### src/rtl/ddr_colgen_pkg.sv
package ddr_colgen_pkg;

  // Burst length codes carried on the mode write
  typedef enum logic [2:0] {
    BLEN_2 = 3'b001,
    BLEN_4 = 3'b010,
    BLEN_8 = 3'b011
  } blen_e;

  localparam int IDX_W  = 3;            // beat index width for up to 8 beats
  localparam int PAIR_W = IDX_W - 1;    // pair index width
  localparam int LANES  = 2;            // beats per clock

  // Mask of the wrapping low column bits for a burst length
  function automatic logic [IDX_W-1:0] blen_mask(blen_e b);
    case (b)
      BLEN_2:  return 3'b001;
      BLEN_8:  return 3'b111;
      default: return 3'b011;
    endcase
  endfunction

endpackage

### src/rtl/ddr_mode_latch.sv
module ddr_mode_latch
  import ddr_colgen_pkg::*;
#(
  parameter int BANK_W = 2
) (
  input  logic              clk,
  input  logic              rst,
  input  logic              mrs_valid,
  input  logic [BANK_W-1:0] mrs_bank,
  input  logic [2:0]        mrs_blen,
  input  logic              mrs_ilv,
  output logic [IDX_W-1:0]  mode_mask,
  output logic              mode_ilv
);

  blen_e blen_q;
  logic  code_ok;
  logic  take;

  assign code_ok = (mrs_blen == BLEN_2) || (mrs_blen == BLEN_4) || (mrs_blen == BLEN_8);
  assign take    = mrs_valid && (mrs_bank == '0) && code_ok;

  always_ff @(posedge clk) begin
    if (rst) begin
      blen_q   <= BLEN_4;
      mode_ilv <= 1'b0;
    end else if (take) begin
      blen_q   <= blen_e'(mrs_blen);
      mode_ilv <= mrs_ilv;
    end
  end

  assign mode_mask = blen_mask(blen_q);

endmodule

### src/rtl/ddr_beat_order.sv
module ddr_beat_order
  import ddr_colgen_pkg::*;
#(
  parameter int COL_W = 10
) (
  input  logic [COL_W-1:0]            start_col,
  input  logic [IDX_W-1:0]            wrap_mask,
  input  logic                        ilv,
  input  logic [IDX_W-1:0]            base_idx,
  output logic [LANES-1:0][COL_W-1:0] lane_col
);

  for (genvar k = 0; k < LANES; k++) begin : g_lane
    logic [IDX_W-1:0] idx;
    logic [IDX_W-1:0] low;
    logic [IDX_W-1:0] merged;

    assign idx    = base_idx + IDX_W'(k);
    assign low    = ilv ? (start_col[IDX_W-1:0] ^ idx)
                        : (start_col[IDX_W-1:0] + idx);
    assign merged = (start_col[IDX_W-1:0] & ~wrap_mask) | (low & wrap_mask);
    assign lane_col[k] = {start_col[COL_W-1:IDX_W], merged};
  end

endmodule

### src/rtl/ddr_beat_seq.sv
module ddr_beat_seq
  import ddr_colgen_pkg::*;
#(
  parameter int COL_W = 10
) (
  input  logic             clk,
  input  logic             rst,
  input  logic             cmd_valid,
  input  logic [COL_W-1:0] cmd_col,
  input  logic [IDX_W-1:0] mode_mask,
  input  logic             mode_ilv,
  output logic             beat_valid,
  output logic [COL_W-1:0] beat_col_even,
  output logic [COL_W-1:0] beat_col_odd,
  output logic             beat_last
);

  logic              act_q;
  logic [COL_W-1:0]  start_q;
  logic [IDX_W-1:0]  mask_q;
  logic              ilv_q;
  logic [PAIR_W-1:0] pair_q;

  logic [PAIR_W-1:0] nxt_pair;
  logic [COL_W-1:0]  sel_start;
  logic [IDX_W-1:0]  sel_mask;
  logic              sel_ilv;
  logic [IDX_W-1:0]  sel_base;
  logic              sel_last;
  logic [LANES-1:0][COL_W-1:0] lane_col;

  assign nxt_pair  = pair_q + 1'b1;
  assign sel_start = cmd_valid ? cmd_col   : start_q;
  assign sel_mask  = cmd_valid ? mode_mask : mask_q;
  assign sel_ilv   = cmd_valid ? mode_ilv  : ilv_q;
  assign sel_base  = cmd_valid ? '0 : {nxt_pair, 1'b0};
  // final pair index equals the upper mask bits (0, 1 or 3)
  assign sel_last  = cmd_valid ? (mode_mask[IDX_W-1:1] == '0)
                               : (nxt_pair == mask_q[IDX_W-1:1]);

  ddr_beat_order #(.COL_W(COL_W)) u_order (
    .start_col (sel_start),
    .wrap_mask (sel_mask),
    .ilv       (sel_ilv),
    .base_idx  (sel_base),
    .lane_col  (lane_col)
  );

  always_ff @(posedge clk) begin
    if (rst) begin
      act_q         <= 1'b0;
      start_q       <= '0;
      mask_q        <= '0;
      ilv_q         <= 1'b0;
      pair_q        <= '0;
      beat_valid    <= 1'b0;
      beat_last     <= 1'b0;
      beat_col_even <= '0;
      beat_col_odd  <= '0;
    end else if (cmd_valid) begin
      start_q       <= cmd_col;
      mask_q        <= mode_mask;
      ilv_q         <= mode_ilv;
      pair_q        <= '0;
      act_q         <= !sel_last;
      beat_valid    <= 1'b1;
      beat_last     <= sel_last;
      beat_col_even <= lane_col[0];
      beat_col_odd  <= lane_col[1];
    end else if (act_q) begin
      pair_q        <= nxt_pair;
      act_q         <= !sel_last;
      beat_valid    <= 1'b1;
      beat_last     <= sel_last;
      beat_col_even <= lane_col[0];
      beat_col_odd  <= lane_col[1];
    end else begin
      beat_valid    <= 1'b0;
      beat_last     <= 1'b0;
    end
  end

endmodule

### src/rtl/ddr_beat_colgen.sv
module ddr_beat_colgen
  import ddr_colgen_pkg::*;
#(
  parameter int COL_W = 10
) (
  input  logic             clk,
  input  logic             rst,
  input  logic             mrs_valid,
  input  logic [1:0]       mrs_bank,
  input  logic [2:0]       mrs_blen,
  input  logic             mrs_ilv,
  input  logic             cmd_valid,
  input  logic [COL_W-1:0] cmd_col,
  output logic             beat_valid,
  output logic [COL_W-1:0] beat_col_even,
  output logic [COL_W-1:0] beat_col_odd,
  output logic             beat_last
);

  logic [IDX_W-1:0] mode_mask;
  logic             mode_ilv;

  ddr_mode_latch #(.BANK_W(2)) u_mode (
    .clk       (clk),
    .rst       (rst),
    .mrs_valid (mrs_valid),
    .mrs_bank  (mrs_bank),
    .mrs_blen  (mrs_blen),
    .mrs_ilv   (mrs_ilv),
    .mode_mask (mode_mask),
    .mode_ilv  (mode_ilv)
  );

  ddr_beat_seq #(.COL_W(COL_W)) u_seq (
    .clk           (clk),
    .rst           (rst),
    .cmd_valid     (cmd_valid),
    .cmd_col       (cmd_col),
    .mode_mask     (mode_mask),
    .mode_ilv      (mode_ilv),
    .beat_valid    (beat_valid),
    .beat_col_even (beat_col_even),
    .beat_col_odd  (beat_col_odd),
    .beat_last     (beat_last)
  );

endmodule

### config.mk
export PLATFORM = sky130hd
export DESIGN_NAME = ddr_beat_colgen
export DESIGN_NICKNAME = d
export VERILOG_FILES = /design/src/rtl/ddr_colgen_pkg.sv /design/src/rtl/ddr_mode_latch.sv /design/src/rtl/ddr_beat_order.sv /design/src/rtl/ddr_beat_seq.sv /design/src/rtl/ddr_beat_colgen.sv
export SDC_FILE = /design/constraint.sdc
export NUM_CORES = 1
export LEC_CHECK = 0
export CAP_MARGIN = 20
export CORE_MARGIN = 1
export CORE_UTILIZATION = 48
export DETAILED_ROUTE_END_ITERATION = 12
export PLACE_DENSITY_LB_ADDON = 0.08
export SKIP_CTS_REPAIR_TIMING = 1
export SLEW_MARGIN = 5
export SYNTH_ARGS = -nofsm -noshare
export SYNTH_HDL_FRONTEND = slang
export SYNTH_SLANG_ARGS = --single-unit
### constraint.sdc
create_clock -name clk -period 2.6 [get_ports clk]
set_clock_uncertainty 0.15 [all_clocks]
set_input_delay 0.52 -clock clk [delete_from_list [all_inputs] [get_ports clk]]
set_output_delay 0.52 -clock clk [all_outputs]
set_load 0.005 [all_outputs]
Yosys cells after proc, flatten, opt, wreduce, memory -nomap -nowiden
Cells that the tools add are included.
{"block": "totals", "word_cells": 56, "ff_bits": 43, "out_inout_bits": 22}
{"block": "op_classes", "eq_ne": 6, "add_sub_neg": 4, "n_reduce_logical": 9, "muxes": 18, "n_bitwise": 8}
{"op": "$mux W10", "n": 5}
{"op": "$mux W3", "n": 4}
{"op": "$and A3 B3 Y3", "n": 3}
{"op": "$eq A3 B2 Y1 const B", "n": 3}
{"op": "$mux W1", "n": 8}
{"op": "$add A3 B3 Y3", "n": 2}
{"op": "$eq A3 B1 Y1 const B", "n": 2}
{"op": "$or A3 B3 Y3", "n": 2}
{"op": "$pmux W3 S2", "n": 1}
{"op": "$xor A3 B3 Y3", "n": 2}
{"op": "$logic_not A2 Y1", "n": 2}
{"op": "$add A3 B1 Y3 const B", "n": 1}
{"op": "$not A3 Y3", "n": 1}
{"op": "$add A2 B1 Y2 const B", "n": 1}
{"op": "$eq A2 B2 Y1", "n": 1}
{"op": "$logic_and A1 B1 Y1", "n": 2}
{"op": "$logic_or A1 B1 Y1", "n": 2}
{"op": "$reduce_bool A2 Y1", "n": 1}
{"op": "$reduce_or A2 Y1", "n": 1}
{"op": "$logic_not A1 Y1", "n": 1}

Logic depth before layout (Yosys ltp)
Gate-level depths: netlist of the first run.
{"block": "logic_depth", "word_depth": 9, "depth_mapped": 9}

Cells and area by module
Synthesis of the first run repeated with hierarchy kept, for this count alone.
{"block": "unflattened", "cells_unflattened": 225, "hier_area_um2": 2139.6}
{"mod": "ddr_beat_seq", "cells_per_inst": 157, "instances": 1, "seq_area_each_um2": 780.7, "area_per_inst_um2": 1571.5}
{"mod": "ddr_beat_order", "cells_per_inst": 48, "instances": 1, "seq_area_each_um2": 0.0, "area_per_inst_um2": 354.1}
{"mod": "ddr_mode_latch", "cells_per_inst": 20, "instances": 1, "seq_area_each_um2": 80.1, "area_per_inst_um2": 214.0}

Worst setup path before layout of the first run
No wires, ideal clock.
{"block": "synth_path", "kind": "input to register", "from": "input cmd_valid", "to": "register u_seq.beat_col_odd[2]", "stages": 9, "required_ns": 2.388, "arrival_time_ns": 2.163, "setup_slack_ns": 0.225, "n_path_buf": 3, "path_cell_list": "buf_6 buf_2 buf_2 nor2_1 inv_1 fa_1 nand2b_1 or4b_1 nand3_1"}
{"block": "synth_between", "elab_chain_len": 8, "elab_cells_between_ends": 15, "cone_classes": "add/sub: 2; mux: 7; bitwise: 5; reduce/logical: 1"}
{"element": "start, declared", "line_no": "ddr_beat_colgen.sv:12", "text": "input logic cmd_valid,"}
{"element": "$mux W3", "line_no": "ddr_beat_seq.sv:36", "text": "assign sel_base = cmd_valid ? '0 : {nxt_pair, 1'b0};"}
{"element": "$add A3 B1 Y3", "line_no": "ddr_beat_order.sv:18", "text": "assign idx = base_idx + IDX_W'(k);"}
{"element": "$add A3 B3 Y3 or $xor A3 B3 Y3 (tied branches)", "line_no": "ddr_beat_order.sv:20, ddr_beat_order.sv:19"}
{"element": "$mux W3", "line_no": "ddr_beat_order.sv:19", "text": "assign low = ilv ? (start_col[IDX_W-1:0] ^ idx)"}
{"element": "$and A3 B3 Y3", "line_no": "ddr_beat_order.sv:21", "text": "assign merged = (start_col[IDX_W-1:0] & ~wrap_mask) | (low & wrap_mask);"}
{"element": "$or A3 B3 Y3", "line_no": "ddr_beat_order.sv:21"}
{"element": "$mux W10", "line_no": "ddr_beat_seq.sv:70", "text": "end else if (act_q) begin"}
{"element": "$mux W10", "line_no": "ddr_beat_seq.sv:60", "text": "end else if (cmd_valid) begin"}
{"element": "end signal, assigned", "line_no": "ddr_beat_seq.sv:69", "text": "beat_col_odd <= lane_col[1];"}
{"element": "end signal, assigned", "line_no": "ddr_beat_seq.sv:76", "text": "beat_col_odd <= lane_col[1];"}
{"element": "end, declared", "line_no": "ddr_beat_seq.sv:14", "text": "output logic [COL_W-1:0] beat_col_odd,"}
Parallel ways exist; a longest one is shown, timed or not. The select of a mux whose other input is x is not followed.
A chain may end at the register's enable or synchronous reset.

Final worst setup path of the first run
{"block": "layout_path", "from": "input cmd_col[0]", "to": "register u_seq.beat_col_odd[2]"}
{"block": "layout_between", "elab_chain_len": 7}
{"element": "start, declared", "line_no": "ddr_beat_colgen.sv:13", "text": "input logic [COL_W-1:0] cmd_col,"}
{"element": "$mux W10 (*)"}
{"element": "$add A3 B3 Y3 (*)", "line_no": "ddr_beat_order.sv:20", "text": ": (start_col[IDX_W-1:0] + idx);"}
{"element": "$mux W3 (*)", "line_no": "ddr_beat_order.sv:19"}
{"element": "$and A3 B3 Y3 (*)", "line_no": "ddr_beat_order.sv:21"}
{"element": "$or A3 B3 Y3 (*)", "line_no": "ddr_beat_order.sv:21"}
{"element": "$mux W10", "line_no": "ddr_beat_seq.sv:70"}
{"element": "$mux W10 (*)", "line_no": "ddr_beat_seq.sv:60"}
Mark *: on every way between the ends. The rest lies on a longest branch, timed or not. The select of a mux whose other input is x is not followed.

==> metrics.txt, run 1 <==
fin util 66.2%; crit path launch type input pin; largest net degree at the start of global routing 37; DIE AREA between 3000 and 4000 sq um; Detail Route Antenna Nets 0; clock sinks 36; synth-to-layout area growth 27.4%; vias in the first global route 1249; Starting Density 51.9%; syn nets 201; Top Ports 42; Die W 60.4 microns; DR WL/cell 12.5 microns; adder-cell share of the synthesized area about 2.0%; crit path DAT approximately 2300 ps; Rows 20; library cells used by synthesis between 40 and 50; Synth warnings 0; pwr/cell area ~530 nW/um^2; port bufs 41; CTS tree built; Clk Latency, worst-skew pair 340 ps; CP required roughly 2700 ps; Hold Path Class reg -> reg; Syn Area/Cell 9.15 sq um; Post-synth ARST share 0%; layout cells sized above 1 under 10%; most frequent cells in the layout nor2_1, clkdlybuf4s50_1, dfxtp_1; Tcrit/Tclk final about four fifths; Yosys reg bits 36; Max FO, Critical Path 2; CP Class in -> reg; Syn Std Cell Area 1640 sq um; initial antenna violation count 0; total congestion overflow 0; maximum root-to-sink buffer count 2; fmax 469 MHz; Final TNS setup 0 ps; Final Hold Viols 0; vias per inst 5.16; RSZ-0062 raised after global routing false; Num CTS Buffers 5; nets@finish 236; Core Region 3150 sq um; Post-Synthesis Cells about 180; Max Slew Vio Count 0; Pleak 0.828 nW; Worst-path clk slew approximately 100 ps; xor and xnor area share after synthesis 3.51%; Max-Cap Viols 0; VDD IR max 0.334 mV; Total GRT Usage 19.2%; crit path time final 2130 ps; DR vias about 1300; status finished clean; largest family of logic cells by synthesized area simple AND/OR/NAND/NOR gates; Die H roughly 60 microns; Detailed Routing Iterations Pass 1 5; WL final between 3000 and 4000 microns; Residual DRC 0; Post-Synth Simple-Gate Area between 20% and 30%; first-pass GRT wire length 5100 microns; H-tree depth 2; Main synth FF type dfxtp_1; placer congestion estimate 0.845; Post-synth EDFFs 0; Iter 0 DRT Violations 46; CTS root buffer clkbuf_4; fillers 290; endpoint type of the worst setup path flop; hpwl dp approximately 2300 microns; post-synthesis mux area share 13.1%; worst slew pin tran 378 ps; Rel. slew slack 74.1%; compound-cell area share of the yosys netlist 8.94%; setup violators final 0; post-synthesis sequential area ratio 44.0%; # diodes 0
area by class of cell:
| cell class | instances | area, sq um | area share [%] |
|---|---|---|---|
| timing repair buffer | 46 | 443 | 21.2 |
| inverter | 2 | 7.51 | 0.360 |
| clock buffer | 8 | 58.8 | 2.82 |
| tap | 44 | 55.1 | 2.64 |
| multi-input combinational | 123 | 802 | 38.4 |
| sequential | 36 | 721 | 34.5 |
cells in the mapped netlist (2+ instances only):
master | number | area [sq um]
nor2_1 | 40 | 150
dfxtp_1 | 36 | 721
mux2i_1 | 20 | 200
a21oi_1 | 9 | 45.0
buf_4 | 7 | 52.6
nand2_1 | 7 | 26.3
buf_2 | 5 | 25.0
nor3_1 | 5 | 25.0
clkbuf_1 | 4 | 15.0
nor2b_1 | 4 | 25.0
nand4_1 | 3 | 18.8
xnor2_1 | 3 | 26.3
a211o_1 | 2 | 17.5
inv_1 | 2 | 7.51
nand2b_1 | 2 | 12.5
nor3b_1 | 2 | 15.0
o211ai_1 | 2 | 15.0
o21ai_0 | 2 | 10.0
logic make-up (layout without fill, tap and decap cells):
kind of cell,count (synthesis),after routing
compound gates,22,22
buf+inv,20,56
simple gates,73,73
mux,21,21
flops,36,36
fa+ha+maj,2,2
xor+xnor,5,5
registers in the layout, summed over array words and instances, names as in the netlist:
| register | cells |
|---|---|
| u_seq.mask_q | 3 |
| u_seq.pair_q | 2 |
| u_seq.beat_valid | 1 |
| u_seq.beat_last | 1 |
| u_mode.mode_ilv | 1 |
| u_seq.beat_col_even | 3 |
| u_seq.beat_col_odd | 10 |
| u_mode.blen_q | 3 |
| u_seq.ilv_q | 1 |
| u_seq.start_q | 10 |
| u_seq.act_q | 1 |
critical path, cell delays in order:
cell	delay, ps
clkdlybuf4s50_1	470
mux2i_1	120
fa_1	440
nand2b_1	160
or4b_1	470
nand3_1	90
routing by layer:
metal	routed length (microns)	vias to the layer above	share of wire, %	track usage, %
met1	1460	613	45	21.6
li1	-	675	-	-
met2	1590	46	49	32.3
met4	20	0	0.62	9.74
met5	0	-	0	0
met3	179	2	5.5	6.61
metrics by stage:
stage | instance area (sq um) | worst slack (ps) | total power [W] | std cells | hold slack, ps
3_5_place_dp | 2030 | 108 | 0.000821 | 251 | 328
6_report | 2090 | 468 | 0.00111 | 259 | 342
3_3_place_gp | 2030 | 148 | 0.000813 | 251 | 317
2_1_floorplan | 1640 | 225 | 0.000730 | 179 | 298
4_1_cts | 2090 | 475 | 0.00113 | 259 | 343
5_1_grt | 2090 | 421 | 0.00118 | 259 | 359
where the power goes:
part | total, W | switching [W] | leakage, nW | internal, W
combinational | 0.000206 | 0.0000889 | 0.499 | 0.000117
clock | 0.000306 | 0.000173 | 0.0326 | 0.000133
sequential | 0.000602 | 0.0000193 | 0.296 | 0.000583
final timing paths:
check | startpoint | endpoint | slack, ps | depth (start not counted)
worst max-delay path | cmd_col[0] | u_seq.beat_col_odd[2]$_SDFFE_PP0P_ | 470 | 6
worst min-delay path | u_mode.blen_q[2]$_SDFFE_PP0P_ | u_mode.blen_q[2]$_SDFFE_PP0P_ | 340 | 1
worst max register to register | u_seq.pair_q[0]$_SDFFE_PP0P_ | u_seq.beat_col_odd[2]$_SDFFE_PP0P_ | 720 | 6
worst min register to register | u_mode.blen_q[2]$_SDFFE_PP0P_ | u_mode.blen_q[2]$_SDFFE_PP0P_ | 340 | 1
No activity file was read; power rests on OpenSTA's default activity.
==> run 2, diff against run 1 <==
- clock period: 2.6 -> 2.2 ns (I/O delays scaled with it)
==> run 2 against run 1 <==
  * Global-route usage grew 0.68 points
  * Setup slack lost 310 ps
  * Combinational power grew 19%
  * Flip-flop and latch count is the same
  * Sequential share of layout area shrank 0.75 points
  * Via count is essentially flat
  * Largest power group unchanged
==> metrics.txt, run 2 (synthesized netlist as in run 1, its figures left out) <==
status finished clean; largest net degree at the start of global routing 37; Die W ~60 microns; Detailed Routing Iterations Pass 1 4; Starting Density between 50 and 60%; layout cells sized above 1 10.6%; crit path DAT about 2200 ps; DR WL/cell between 10 and 15 microns; clock sinks 36; worst slew pin tran approximately 400 ps; synth-to-layout area growth 30.3%; Total GRT Usage 19.9%; fmax 490 MHz; crit path launch cmd_col[0]; Detail Route Antenna Nets 0; Num CTS Buffers 5; worst reg2reg path endpoint u_seq.beat_col_odd[2]$_SDFFE_PP0P_; hpwl dp 2310 microns; area occupied by multi-input gates 808 sq um; Core Region 3150 sq um; Final Hold Viols 0; worst reg-to-reg setup slack around 330 ps; fin cells 262; CP required 2350 ps; Post-Place Cells ~250; WL final between 3000 and 4000 microns; depth of the most critical reg-to-reg path 6; CTS root buffer clkbuf_4; total congestion overflow 0; Max Slew Vio Count 0; VDD IR max 0.359 mV; DIE AREA 3650 sq um; placer congestion estimate 0.860; Tcrit/Tclk final 92.8%; Max FO, Critical Path 2; Rows 20; CTS tree built; fillers 265; Residual DRC 0; Clk Latency, worst-skew pair 350 ps; Hold Path Class reg -> reg; crit path time final 2040 ps; port bufs 41; vias per inst roughly 5.1; Final TNS setup 0 ps; # diodes 0; Max-Cap Viols 0; crit path launch type input pin; biggest regs u_seq.beat_col_odd (10), u_seq.start_q (10); commonest non-fill, non-tap cell in the layout clkdlybuf4s50_1; maximum root-to-sink buffer count 2; fin util 67.7%; end of the critical path u_seq.beat_col_odd[2]$_SDFFE_PP0P_; CP Class in -> reg; Rel. slew slack a little over 70%; Die H 60.4 microns; DR vias 1335; RSZ-0062 raised after global routing false; setup violators final 0; Pleak 0.850 nW; pwr/cell area 663 nW/um^2; Sequential Area 721 sq um; initial antenna violation count 0; Top Ports 42; nets@finish 239; endpoint type of the worst setup path flop; vias in the first global route approximately 1200; first-pass GRT wire length 5260 microns; H-tree depth 2; most frequent cells in the layout clkdlybuf4s50_1, nor2_1, dfxtp_1; Iter 0 DRT Violations 87; Worst-path clk slew approximately 110 ps; reg2reg start u_seq.pair_q[0]$_SDFFE_PP0P_
==> run 2: cell types whose count changed in the layout (fill, tap and decap cells not counted) <==
cell and delta:
nor2_2 +1, bufinv_16 +1, clkinv_2 +1, clkbuf_8 -1, mux2i_2 +1, nor2_1 -1, buf_4 +3, clkbuf_1 -1
mux2i_1 -1
==> run 2: area by class of cell <==
cell class                 count  share of cell area (%)
tap                           44                    2.58
multi-input combinational    123                    37.9
inverter                       2                   0.352
sequential                    36                    33.8
timing repair buffer          49                    21.8
clock buffer                   6                    1.94
clock inverter                 2                    1.64
==> run 2: how the worst min path moves through the flow <==
stage	to	depth (start not counted)	slack, ps	startpoint
6_report	u_seq.mask_q[0]$_SDFF_PP0_	2	340	u_seq.mask_q[0]$_SDFF_PP0_
5_1_grt	u_seq.start_q[8]$_SDFF_PP0_	2	380	u_seq.start_q[8]$_SDFF_PP0_
4_1_cts	u_mode.blen_q[2]$_SDFFE_PP0P_	1	340	u_mode.blen_q[2]$_SDFFE_PP0P_
3_5_place_dp	u_seq.mask_q[0]$_SDFF_PP0_	2	330	u_seq.mask_q[0]$_SDFF_PP0_
3_3_place_gp	u_seq.mask_q[0]$_SDFF_PP0_	2	320	u_seq.mask_q[0]$_SDFF_PP0_
2_1_floorplan	u_seq.beat_col_even[1]$_SDFFE_PP0P_	2	300	u_seq.beat_col_even[1]$_SDFFE_PP0P_
==> run 2: report_power, final <==
part | total [W] | internal (W) | leakage (nW) | switching [W]
combinational | 0.000246 | 0.000141 | 0.511 | 0.000105
sequential | 0.000712 | 0.000689 | 0.296 | 0.0000235
clock | 0.000456 | 0.000238 | 0.0422 | 0.000218
==> run 2: through the flow <==
step	setup WS, ps	cell area, sq um	hold slack (ps)	total power [W]
floorplan	15.2	1650	298	0.000866
global placement	-173	2050	318	0.000963
detailed placement	-220	2050	325	0.000972
CTS	157	2130	340	0.00142
global route	68.3	2130	377	0.00148
finish	158	2130	340	0.00141
==> run 2: critical path, cell delays in order <==
cell and delay [ps]:
clkdlybuf4s50_1 470, mux2i_1 120, fa_1 430, nand2b_1 160, or4b_1 470, nand3_1 90
==> run 2: layer usage <==
metal / wire (microns) / GRT usage [%] / vias up
li1: - / - / 678
met1: 1510 / 24.0 / 616
met2: 1560 / 33.1 / 36
met3: 148 / 6.61 / 5
met4: 46 / 7.14 / 0
met5: 0 / 0 / -
==> run 3, diff against run 2 <==
- SLEW_MARGIN: 5 -> not set
==> results of run 3 <==
No change in the layout: final DEF, timing and power equal those of run 2.
